==> config.mk <==
export PLATFORM = sky130hd
export DESIGN_NAME = rtc_chain
export DESIGN_NICKNAME = d
export VERILOG_FILES = /design/src/rtl/rtc_pkg.sv /design/src/rtl/rtc_prescaler.sv /design/src/rtl/rtc_wr_decode.sv /design/src/rtl/rtc_stage.sv /design/src/rtl/rtc_chain.sv
export SDC_FILE = /design/constraint.sdc
export NUM_CORES = 1
export LEC_CHECK = 0
export ABC_AREA = 1
export CORE_MARGIN = 8
export CORE_UTILIZATION = 60
export CTS_CLUSTER_DIAMETER = 100
export DETAILED_ROUTE_END_ITERATION = 12
export DONT_BUFFER_PORTS = 1
export HOLD_SLACK_MARGIN = 0.03
export PLACE_DENSITY = 0.77
export SETUP_SLACK_MARGIN = 0.1
export SLEW_MARGIN = 15
export SYNTH_ARGS = -nofsm -noshare
export SYNTH_HDL_FRONTEND = slang
export SYNTH_HIERARCHICAL = 1
export SYNTH_SLANG_ARGS = --single-unit
export TNS_END_PERCENT = 20
==> constraint.sdc <==
create_clock -name clk_lf -period 3.6 [get_ports clk_lf]
set_clock_uncertainty 0.1 [all_clocks]
set_input_delay 0 -clock clk_lf [delete_from_list [all_inputs] [get_ports clk_lf]]
set_output_delay 0 -clock clk_lf [all_outputs]
set_load 0.03 [all_outputs]
==> src/rtl/rtc_pkg.sv <==
// Shared definitions for the timekeeping counter chain.
// Assumes: every stage value fits in VAL_W bits.
package rtc_pkg;

    localparam int VAL_W = 8;

    // Field codes on the write select input; the order is part of the port contract.
    typedef enum logic [1:0] {
        FLD_FRAC = 2'd0,
        FLD_SEC  = 2'd1,
        FLD_MIN  = 2'd2,
        FLD_HOUR = 2'd3
    } field_e;

    localparam int NUM_FIELDS = 4;

endpackage

==> src/rtl/rtc_prescaler.sv <==
// Divides the low-frequency clock by DIV and emits a one-cycle tick.
// Assumes: DIV is at least 2. The phase is held at zero while run_en is low,
// so every run starts with a full tick period.
module rtc_prescaler #(
    parameter int DIV = 256
) (
    input  logic clk,
    input  logic rst_n,
    input  logic run_en,
    output logic tick_o
);
    localparam int CW = (DIV > 1) ? $clog2(DIV) : 1;
    localparam logic [CW-1:0] LAST = CW'(DIV - 1);

    logic [CW-1:0] phase_q;

    // Tick on the final phase of a running period.
    always_comb tick_o = run_en && (phase_q == LAST);

    // Phase counter: cleared by reset or stop, restarted after each tick.
    always_ff @(posedge clk) begin
        if (!rst_n) begin
            phase_q <= '0;
        end else if (!run_en || tick_o) begin
            phase_q <= '0;
        end else begin
            phase_q <= phase_q + 1'b1;
        end
    end

    // a stopped prescaler restarts from phase zero
    p_idle_phase_r8: assert property (@(posedge clk) disable iff (!rst_n)
        !run_en |=> (phase_q == '0));

    // the tick never lasts longer than one cycle
    p_tick_single_r2: assert property (@(posedge clk) disable iff (!rst_n)
        tick_o |=> !tick_o);

    // reset leaves the phase at zero
    p_reset_phase_r1: assert property (@(posedge clk)
        !rst_n |=> (phase_q == '0));

endmodule

==> src/rtl/rtc_wr_decode.sv <==
// Turns the write strobe and field code into per-stage write enables.
// Assumes: wr_stb is already synchronous to clk. Writes are blocked while run_en is high.
module rtc_wr_decode
    import rtc_pkg::*;
(
    input  logic                  clk,
    input  logic                  rst_n,
    input  logic                  run_en,
    input  logic                  wr_stb,
    input  logic [1:0]            wr_sel,
    output logic [NUM_FIELDS-1:0] wr_en_o
);
    field_e fld;

    always_comb fld = field_e'(wr_sel);

    // One enable per field, active only for a write while stopped.
    always_comb begin
        wr_en_o = '0;
        if (wr_stb && !run_en) begin
            unique case (fld)
                FLD_FRAC: wr_en_o[0] = 1'b1;
                FLD_SEC:  wr_en_o[1] = 1'b1;
                FLD_MIN:  wr_en_o[2] = 1'b1;
                FLD_HOUR: wr_en_o[3] = 1'b1;
            endcase
        end
    end

    // a write never addresses two stages at once
    p_one_field_r9: assert property (@(posedge clk) disable iff (!rst_n)
        $onehot0(wr_en_o));

    // no stage sees a write enable while the chain runs
    p_no_write_running_r10: assert property (@(posedge clk) disable iff (!rst_n)
        (run_en || !wr_stb) |-> ($countones(wr_en_o) == 0));

endmodule

==> src/rtl/rtc_stage.sv <==
// One counter stage. It counts 0..limit on each advance and emits a wrap strobe.
// It keeps a shadow of the last value written to it.
// Assumes: writes arrive only while run_en is low. A value at or above the limit
// wraps on the next advance. lim_sel picks LIM_A (1) or LIM_B (0); give both the
// same value for a stage with a fixed limit.
module rtc_stage #(
    parameter int VAL_W = 8,
    parameter int LIM_A = 59,
    parameter int LIM_B = 59
) (
    input  logic             clk,
    input  logic             rst_n,
    input  logic             run_en,
    input  logic             adv_i,
    input  logic             lim_sel_i,
    input  logic             wr_en_i,
    input  logic [VAL_W-1:0] wr_data_i,
    output logic [VAL_W-1:0] q_o,
    output logic             wrap_o
);
    localparam logic [VAL_W-1:0] TOP_A = VAL_W'(LIM_A);
    localparam logic [VAL_W-1:0] TOP_B = VAL_W'(LIM_B);

    logic [VAL_W-1:0] cnt_q;
    logic [VAL_W-1:0] shadow_q;
    logic [VAL_W-1:0] top;
    logic             at_top;

    // Select the active wrap limit.
    always_comb top = lim_sel_i ? TOP_A : TOP_B;

    // At or beyond the limit, the next advance wraps.
    always_comb at_top = (cnt_q >= top);

    // Carry to the next stage on a wrapping advance.
    always_comb wrap_o = run_en && adv_i && at_top;

    always_comb q_o = cnt_q;

    // Count, preload and reload from the shadow.
    always_ff @(posedge clk) begin
        if (!rst_n) begin
            cnt_q    <= '0;
            shadow_q <= '0;
        end else if (!run_en) begin
            if (wr_en_i) begin
                shadow_q <= wr_data_i;
                cnt_q    <= wr_data_i;
            end else begin
                cnt_q    <= shadow_q;
            end
        end else if (adv_i) begin
            cnt_q <= at_top ? '0 : cnt_q + 1'b1;
        end
    end

    // a wrap strobe is followed by a zero count
    p_wrap_to_zero_r12: assert property (@(posedge clk) disable iff (!rst_n)
        wrap_o |=> (cnt_q == '0));

    // a non-wrapping advance steps by exactly one
    p_step_one_r3: assert property (@(posedge clk) disable iff (!rst_n)
        (run_en && adv_i && !wrap_o) |=> (cnt_q == $past(cnt_q) + 1'b1));

    // without an advance a running count holds
    p_hold_r8: assert property (@(posedge clk) disable iff (!rst_n)
        (run_en && !adv_i) |=> $stable(cnt_q));

    // the shadow cannot change while running
    p_shadow_locked_r10: assert property (@(posedge clk) disable iff (!rst_n)
        run_en |=> $stable(shadow_q));

    // a stopped stage without a write shows its shadow
    p_reload_r11: assert property (@(posedge clk) disable iff (!rst_n)
        (!run_en && !wr_en_i) |=> (cnt_q == $past(shadow_q)));

    // a stopped write lands in the live count
    p_write_r9: assert property (@(posedge clk) disable iff (!rst_n)
        (!run_en && wr_en_i) |=> (cnt_q == $past(wr_data_i)));

    // reset clears the count
    p_reset_r1: assert property (@(posedge clk)
        !rst_n |=> (cnt_q == '0 && shadow_q == '0));

endmodule

==> src/rtl/rtc_chain.sv <==
// Timekeeping chain: a 128 Hz prescaler followed by fraction, second, minute
// and hour stages. Each stage's wrap strobe advances the next stage.
// Assumes: clk_lf is the 32.768 kHz clock and the write strobe is synchronous to it.
module rtc_chain
    import rtc_pkg::*;
#(
    parameter int PRESC_DIV   = 256,
    parameter int FRAC_STEPS  = 128,
    parameter int SEC_STEPS   = 60,
    parameter int MIN_STEPS   = 60,
    parameter int HOUR_DAY    = 24,
    parameter int HOUR_FREE   = 256
) (
    input  logic             clk_lf,
    input  logic             rst_n,
    input  logic             run_en,
    input  logic             hour24_en,
    input  logic             wr_stb,
    input  logic [1:0]       wr_sel,
    input  logic [VAL_W-1:0] wr_data,
    output logic             tick_o,
    output logic             frac_wrap_o,
    output logic             sec_wrap_o,
    output logic             min_wrap_o,
    output logic             hour_wrap_o,
    output logic [VAL_W-1:0] frac_o,
    output logic [VAL_W-1:0] sec_o,
    output logic [VAL_W-1:0] min_o,
    output logic [VAL_W-1:0] hour_o
);
    localparam int FRAC_TOP = FRAC_STEPS - 1;
    localparam int SEC_TOP  = SEC_STEPS - 1;
    localparam int MIN_TOP  = MIN_STEPS - 1;
    localparam int HDAY_TOP = HOUR_DAY - 1;
    localparam int HFRE_TOP = HOUR_FREE - 1;

    logic [NUM_FIELDS-1:0] wr_en;
    logic [NUM_FIELDS:0]   carry;
    logic [VAL_W-1:0]      val [NUM_FIELDS];

    rtc_prescaler #(.DIV(PRESC_DIV)) u_presc (
        .clk    (clk_lf),
        .rst_n  (rst_n),
        .run_en (run_en),
        .tick_o (carry[0])
    );

    rtc_wr_decode u_dec (
        .clk     (clk_lf),
        .rst_n   (rst_n),
        .run_en  (run_en),
        .wr_stb  (wr_stb),
        .wr_sel  (wr_sel),
        .wr_en_o (wr_en)
    );

    // Stage limits differ; the hour stage alone uses a selectable pair.
    for (genvar g = 0; g < NUM_FIELDS; g++) begin : g_stage
        localparam int LA = (g == 0) ? FRAC_TOP : (g == 1) ? SEC_TOP :
                            (g == 2) ? MIN_TOP  : HDAY_TOP;
        localparam int LB = (g == 3) ? HFRE_TOP : LA;
        rtc_stage #(.VAL_W(VAL_W), .LIM_A(LA), .LIM_B(LB)) u_stage (
            .clk       (clk_lf),
            .rst_n     (rst_n),
            .run_en    (run_en),
            .adv_i     (carry[g]),
            .lim_sel_i (hour24_en),
            .wr_en_i   (wr_en[g]),
            .wr_data_i (wr_data),
            .q_o       (val[g]),
            .wrap_o    (carry[g+1])
        );
    end

    // Bring strobes and counts out to the ports.
    always_comb begin
        tick_o      = carry[0];
        frac_wrap_o = carry[1];
        sec_wrap_o  = carry[2];
        min_wrap_o  = carry[3];
        hour_wrap_o = carry[4];
        frac_o      = val[0];
        sec_o       = val[1];
        min_o       = val[2];
        hour_o      = val[3];
    end

    // in day mode the hours never exceed the day limit once they have wrapped
    p_day_wrap_r6: assert property (@(posedge clk_lf) disable iff (!rst_n)
        (hour24_en && hour_wrap_o) |=> (hour_o == '0));

    // no strobe of any kind while stopped
    p_quiet_stopped_r8: assert property (@(posedge clk_lf) disable iff (!rst_n)
        !run_en |-> (carry == '0));

    // strobes are low right after reset
    p_reset_strobes_r1: assert property (@(posedge clk_lf)
        !rst_n |=> (carry == '0));

endmodule

==> results of run 1 <==
state kept, by name, summed over array words and instances (netlist names):
signal                    count
g_stage.u_stage/q_o          32
g_stage.u_stage/shadow_q     32
u_presc/phase_q               8
area by class of cell:
cell class                      count  area share [%]
Multi-Input combinational cell    455            50.0
Inverter                           64            5.69
Sequential cell                    72            33.4
Timing Repair Buffer               19            4.54
Clock inverter                      5           0.719
Tap cell                           77            2.21
Clock buffer                       11            3.48
cell usage in the layout, fill, tap and decap left out, types with 2 or more instances in the layout:
master	n
nor2_1	154
nand2_1	104
dfxtp_1	68
a21oi_1	64
o21ai_0	56
inv_1	53
nand3_1	22
dlygate4sd3_1	14
clkbuf_8	11
ha_1	9
inv_2	8
nor2_2	7
nand4_1	6
nand2_2	5
nor2_4	5
o21ai_1	4
buf_4	4
clkinv_2	3
nor2_8	3
a21oi_2	3
o21bai_1	3
nand3_2	2
dfxtp_4	2
dfxtp_2	2
or2_1	2
clkinv_1	2
synth_stat cells, types with 3 or more instances:
master / number / area, sq um
dfxtp_1: 72 / 1440
clkbuf_1: 3 / 11.3
o21ai_0: 56 / 280
nor2_2: 5 / 31.3
nor2_1: 158 / 593
inv_2: 7 / 26.3
buf_4: 6 / 45.0
buf_6: 3 / 33.8
a21oi_1: 65 / 325
nor2_4: 3 / 33.8
nand3_1: 22 / 110
inv_1: 54 / 203
nor2_8: 3 / 60.1
nand4_1: 6 / 37.5
nand2_2: 5 / 31.3
o21bai_1: 3 / 22.5
ha_1: 9 / 113
nand2_1: 104 / 390
o21ai_1: 4 / 20.0
repair_timing:
action                                 in CTS  in global routing
hold buffers                               15                  0
gates resized for setup                     0                  7
setup endpoints to repair                   0                  2
endpoints found under the hold margin      72                  0
final timing paths:
| path | end | slack [ns] |
|---|---|---|
| max | g_stage[3].u_stage/q_o[1] | 0.35 |
| min | g_stage[3].u_stage/q_o[0] | 0.07 |
| max reg2reg | g_stage[3].u_stage/q_o[1] | 0.35 |
| min reg2reg | g_stage[3].u_stage/shadow_q[7] | 0.36 |
logic make-up (layout without fill, tap and decap cells):
group                      after synthesis  after routing  synth area share, %
and+or+nand+nor                        314            314                 34.4
buffers and inverters                   78             99                 8.83
adders and majority gates                9              9                 2.86
xor gates and xnor gates                 1              1                0.222
DFF                                     72             72                 36.6
AOI/OAI and AO/OA                      131            131                 17.1
where the power goes:
part	internal (mW)	leakage [nW]	total [mW]	switching [mW]
clock	0.285	0.0951	0.589	0.303
combinational	0.0591	1.12	0.170	0.111
sequential	0.822	0.588	0.882	0.0603
through the flow:
| stage | cells | area (sq um) | total power [mW] |
|---|---|---|---|
| final | 703 | 4350 | 1.64 |
| after global routing | 703 | 4350 | 1.71 |
| after CTS | 703 | 4340 | 1.65 |
| after detailed placement | 672 | 3990 | 1.03 |
| after global placement | 672 | 3990 | 1.02 |
| after floorplan | 605 | 3970 | 1.01 |
routing by layer:
layer	track usage [%]	vias to the layer above	part of all wire, %
met4	9.23	0	2.2
met3	5.41	20	7.0
met2	37.3	118	50
li1	-	1977	-
met5	0	-	0
met1	24.2	1764	41
worst min-delay path, cell delays in order:
cell and delay (ns):
ha_1 0.13, inv_1 0.04, nand2_1 0.07, nor2_2 0.07, nand4_1 0.09, a21oi_1 0.06
==> reports/results.txt, run 1 <==
outcome -> finished, final reports clean
Initial DRT Pass Iterations -> 6
postcts setup bufs -> 0
Place WS -> 0.623 ns
worst slew pin tran -> 0.895 ns
CP Class -> register to register
DRC violation total after the first TritonRoute iteration -> 308
wirelength, routed -> 10200 um
ANT cells -> 0
H-tree depth -> 3
fin. max-slew vios -> 0
Clock Path Buffers -> 2
Worst Path Required -> 3.79 ns
GPL Wtd Cong -> 0.873
final core occ -> 68.5%
core box area -> 6350 sq um
Root Driver -> clkbuf_8
Final Hold Viols -> 0
hold_ws -> 0.0686 ns
share of post-route cells with drive strength above 1 -> 9.90%
DRT antenna net count -> 0
slew margin rel. -> 40.2%
clock sinks -> 72
Max Freq -> 0.308 GHz
# port buffers -> 0
delay-heaviest family, CP -> simple AND/OR/NAND/NOR gates
footprint of the multi-input gates -> 2180 sq um
clk_lat worst skew -> 0.34 ns
CP most frequent cell -> nor2_4
startpoint types -> register
first-pass GRT wire length -> 17000 um
register area -> 1450 sq um
GRT overflow -> 0
WP depth -> 15
Total GRT Usage -> 21.5%
die width -> 97.1 um
fraction of the cycle the final worst path needs -> 90.2%
# setup viols final -> 0
Critical Path Source -> g_stage[0].u_stage/q_o[2]
largest net degree at the start of global routing -> 69
worst-path cell chain -> nand2_2, inv_2, nand3_2, nor2_2, nor2_4, nor2_4, nand2_1, nor2_4, nand2_1, nor2_2, nor2_4, inv_2, o21ai_0, a21oi_1, dlygate4sd3_1
RSZ-0062 raised after global routing -> no
number of cell rows -> 29
CTS tree -> done
PD cells -> 377 nW/um^2
DIE HEIGHT -> 97.1 um
hold path depth -> 6
critical path buffer and inverter count -> 3
Filler cells -> 573
I/O pin count -> 52
dominant synthesized flop cell -> dfxtp_1
die area -> 9420 sq um
Via density -> 5.52
Crit. End Element -> register
final setup margin -> 0.352 ns
worst ir drop on vdd -> 0.342 mV
Static Leakage -> 1.80 nW
Post-DP HPWL -> 6990 um
setup TNS -> 0 ns
DR WL/cell -> 14.5 um
Async SR Flop Fraction -> 0%
Worst path max stage delay -> 0.61 ns
detailed-route via count -> 3879
synth warn -> 6
min Tclk post-route -> 3.25 ns
Final #Nets -> 645
vias in the first global route -> 3667
FF-to-FF path depth -> 15
max_cap viols -> 0
Post-synth EDFFs -> 0
Mapped Nets -> 629
Reg clk slew, reported paths -> 0.08 ns
sequential share of the synthesized area -> 36.6%
hold_sp -> hour24_en
Syn Std Cell Area -> 3940 sq um
critical path arrival -> 3.44 ns
initial antenna violation count -> 0
#FFs+latches synth -> 72
area grow syn2layout -> 10.4%
Crit Reg-Reg Startpoint -> g_stage[0].u_stage/q_o[2]
DRC -> 0
Max FO, Critical Path -> 9
Synth Area per Inst -> 6.51 sq um
Post-Syn Instances -> 605
CP max-delay cell -> dfxtp_1
Hold Path Class -> input port to register
CTS Buf Count -> 9
initial core utilization -> 62.1%
Yosys cell types -> 31
(Power assumes the default switching activity.)
==> inputs of run 2 (changes only) <==
Settings changed: CORE_MARGIN 8 to 5, CTS_BUF_LIST set to sky130_fd_sc_hd__clkbuf_16.
==> reports/results.txt, run 2 (synthesis results as in run 1) <==
outcome -> finished, final reports clean (unchanged)
first-pass GRT wire length -> 16400 um (was 17000 um)
WP depth -> 14 (was 15)
initial antenna violation count -> 0 (unchanged)
PD cells -> 429 nW/um^2 (was 377 nW/um^2)
Root Driver -> clkbuf_16 (was clkbuf_8)
core box area -> 6390 sq um (was 6350 sq um)
Post-DP HPWL -> 6910 um (was 6990 um)
Hold Path Class -> input port to register (unchanged)
CP Class -> register to primary output (was register to register)
DRT antenna net count -> 0 (unchanged)
Static Leakage -> 1.83 nW (was 1.80 nW)
vias in the first global route -> 3497 (was 3667)
Crit. End Element -> primary output (was register)
worst-path cell chain -> ha_1, nand2_2, inv_2, nand3_2, nor2_2, nor2_4, nor2_4, nand2_1, nor2_4, nand2_1, nor2_2, nand2_1, a21oi_2, buf_4 (was nand2_2, inv_2, nand3_2, nor2_2, nor2_4, nor2_4, nand2_1, nor2_4, nand2_1, nor2_2, nor2_4, inv_2, o21ai_0, a21oi_1, dlygate4sd3_1)
Flop pwr share -> 46.6% (was 53.8%)
DRC violation total after the first TritonRoute iteration -> 276 (was 308)
area grow syn2layout -> 12.0% (was 10.4%)
Total GRT Usage -> 23.9% (was 21.5%)
fraction of the cycle the final worst path needs -> 86.4% (was 90.2%)
slew margin rel. -> 38.3% (was 40.2%)
CP max-delay cell -> dfxtp_1 (unchanged)
critical path arrival -> 3.01 ns (was 3.44 ns)
DR WL/cell -> 14.2 um (was 14.5 um)
max_cap viols -> 0 (unchanged)
RSZ-0062 raised after global routing -> no (unchanged)
worst slew pin tran -> 0.923 ns (was 0.895 ns)
I/O pin count -> 52 (unchanged)
FF-to-FF path depth -> 17 (was 15)
Final #Nets -> 642 (was 645)
DIE HEIGHT -> 91.1 um (was 97.1 um)
Initial DRT Pass Iterations -> 5 (was 6)
Worst Path Required -> 3.50 ns (was 3.79 ns)
commonest non-fill, non-tap cell in the layout -> nor2_1 (unchanged)
clk_lat worst skew -> 0.33 ns (was 0.34 ns)
GPL Wtd Cong -> 0.842 (was 0.873)
Pint -> 1.40 mW (was 1.17 mW)
NetSw -> 0.491 mW (was 0.474 mW)
die area -> 8290 sq um (was 9420 sq um)
number of cell rows -> 29 (unchanged)
DRC -> 0 (unchanged)
clock sinks -> 72 (unchanged)
delay-heaviest family, CP -> simple AND/OR/NAND/NOR gates (unchanged)
GRT overflow -> 0 (unchanged)
startpoint types -> register (unchanged)
final core occ -> 69.1% (was 68.5%)
Clock Path Buffers -> 2 (unchanged)
Comb power frac -> 8.8% (was 10.3%)
worst ir drop on vdd -> 0.304 mV (was 0.342 mV)
min Tclk post-route -> 3.11 ns (was 3.25 ns)
initial core utilization -> 61.7% (was 62.1%)
Via density -> 5.49 (was 5.52)
CTS Buf Count -> 9 (unchanged)
CTS tree -> done (unchanged)
Max Freq -> 0.322 GHz (was 0.308 GHz)
Clk network pwr share -> 44.6% (was 35.9%)
design area -> 4410 sq um (was 4350 sq um)
# port buffers -> 0 (unchanged)
fin. max-slew vios -> 0 (unchanged)
largest net degree at the start of global routing -> 70 (was 69)
hold path depth -> 6 (unchanged)
Final Hold Viols -> 0 (unchanged)
cts repair resizes -> 0 (unchanged)
critical path buffer and inverter count -> 2 (was 3)
non-filler instance count after layout -> 702 (was 703)
Max FO, Critical Path -> 6 (was 9)
most frequent cells in the layout -> nor2_1 (154), nand2_1 (104), dfxtp_1 (72) (was nor2_1 (154), nand2_1 (104), dfxtp_1 (68))
detailed-route via count -> 3856 (was 3879)
Worst path max stage delay -> 0.58 ns (was 0.61 ns)
Post-Place Cells -> 672 (unchanged)
postcts setup bufs -> 0 (unchanged)
H-tree depth -> 3 (unchanged)
Cell Area, Placed -> 3990 sq um (unchanged)
Pwr Total -> 1.89 mW (was 1.64 mW)
switch share -> 25.9% (was 28.9%)
# setup viols final -> 0 (unchanged)
Filler cells -> 567 (was 573)
share of post-route cells with drive strength above 1 -> 8.51% (was 9.90%)
die width -> 91.1 um (was 97.1 um)
setup TNS -> 0 ns (unchanged)
wirelength, routed -> 9950 um (was 10200 um)
Reg clk slew, reported paths -> 0.05 ns (was 0.08 ns)
==> run 2: path summary, 6_finish.rpt <==
path,slack (ns),endpoint,from
worst min register to register,0.37,u_presc/phase_q[0],u_presc/phase_q[0]
worst max register to register,0.52,g_stage[3].u_stage/q_o[5],g_stage[0].u_stage/q_o[0]
worst max-delay path,0.49,hour_wrap_o,g_stage[0].u_stage/q_o[0]
worst min-delay path,0.06,g_stage[1].u_stage/q_o[4],run_en
==> run 2: routing by layer <==
metal	wire length [um]	global-route usage, %	vias up
li1	-	-	1975
met1	4420	29.9	1754
met2	4830	40.2	113
met3	531	4.88	14
met4	160	9.66	0
met5	0	0	-
==> run 2: area by class of cell <==
cell class | count | area [sq um] | share of cell area [%]
clock inverter | 7 | 55.1 | 1.25
antenna | 2 | 5.00 | 0.113
timing repair buffer | 16 | 168 | 3.80
multi-input combinational | 455 | 2180 | 49.3
sequential | 72 | 1440 | 32.7
clock buffer | 9 | 225 | 5.10
inverter | 64 | 248 | 5.61
tap | 77 | 96.3 | 2.18
==> run 2: power groups by stage <==
stage	clock network [mW]	logic (mW)	registers, mW
4_1_cts	0.856	0.165	0.883
3_5_place_dp	0	0.128	0.900
6_report	0.845	0.166	0.883
2_1_floorplan	0	0.122	0.892
5_1_grt	0.895	0.188	0.887
3_3_place_gp	0	0.123	0.899
==> run 2: what timing repair did <==
| action | CTS | global route |
|---|---|---|
| setup endpoints to repair | 0 | 0 |
| endpoints found under the hold margin | 72 | 0 |
| hold buffers | 12 | 0 |
==> run 2: worst reg2reg max path, cell delays in order, from the launching register on <==
cell     delay [ns]
dfxtp_1        0.58
ha_1           0.27
nand2_2        0.07
inv_2          0.10
nand3_2        0.08
nor2_2         0.15
nor2_4         0.07
nor2_4         0.10
nand2_1        0.11
nor2_4         0.35
nand2_1        0.14
nor2_2         0.23
nand2_1        0.12
inv_1          0.11
nand3_1        0.15
nor2_1         0.13
nor2_1         0.05
nor2_1         0.08
==> run 2: stage by stage <==
step | worst slack (ns) | hold WS (ns)
finish | 0.490 | 0.0637
CTS | 0.462 | 0.0534
global placement | 0.676 | 0.0454
detailed placement | 0.573 | 0.0501
global route | 0.283 | 0.0853
floorplan | 0.176 | 0.0384
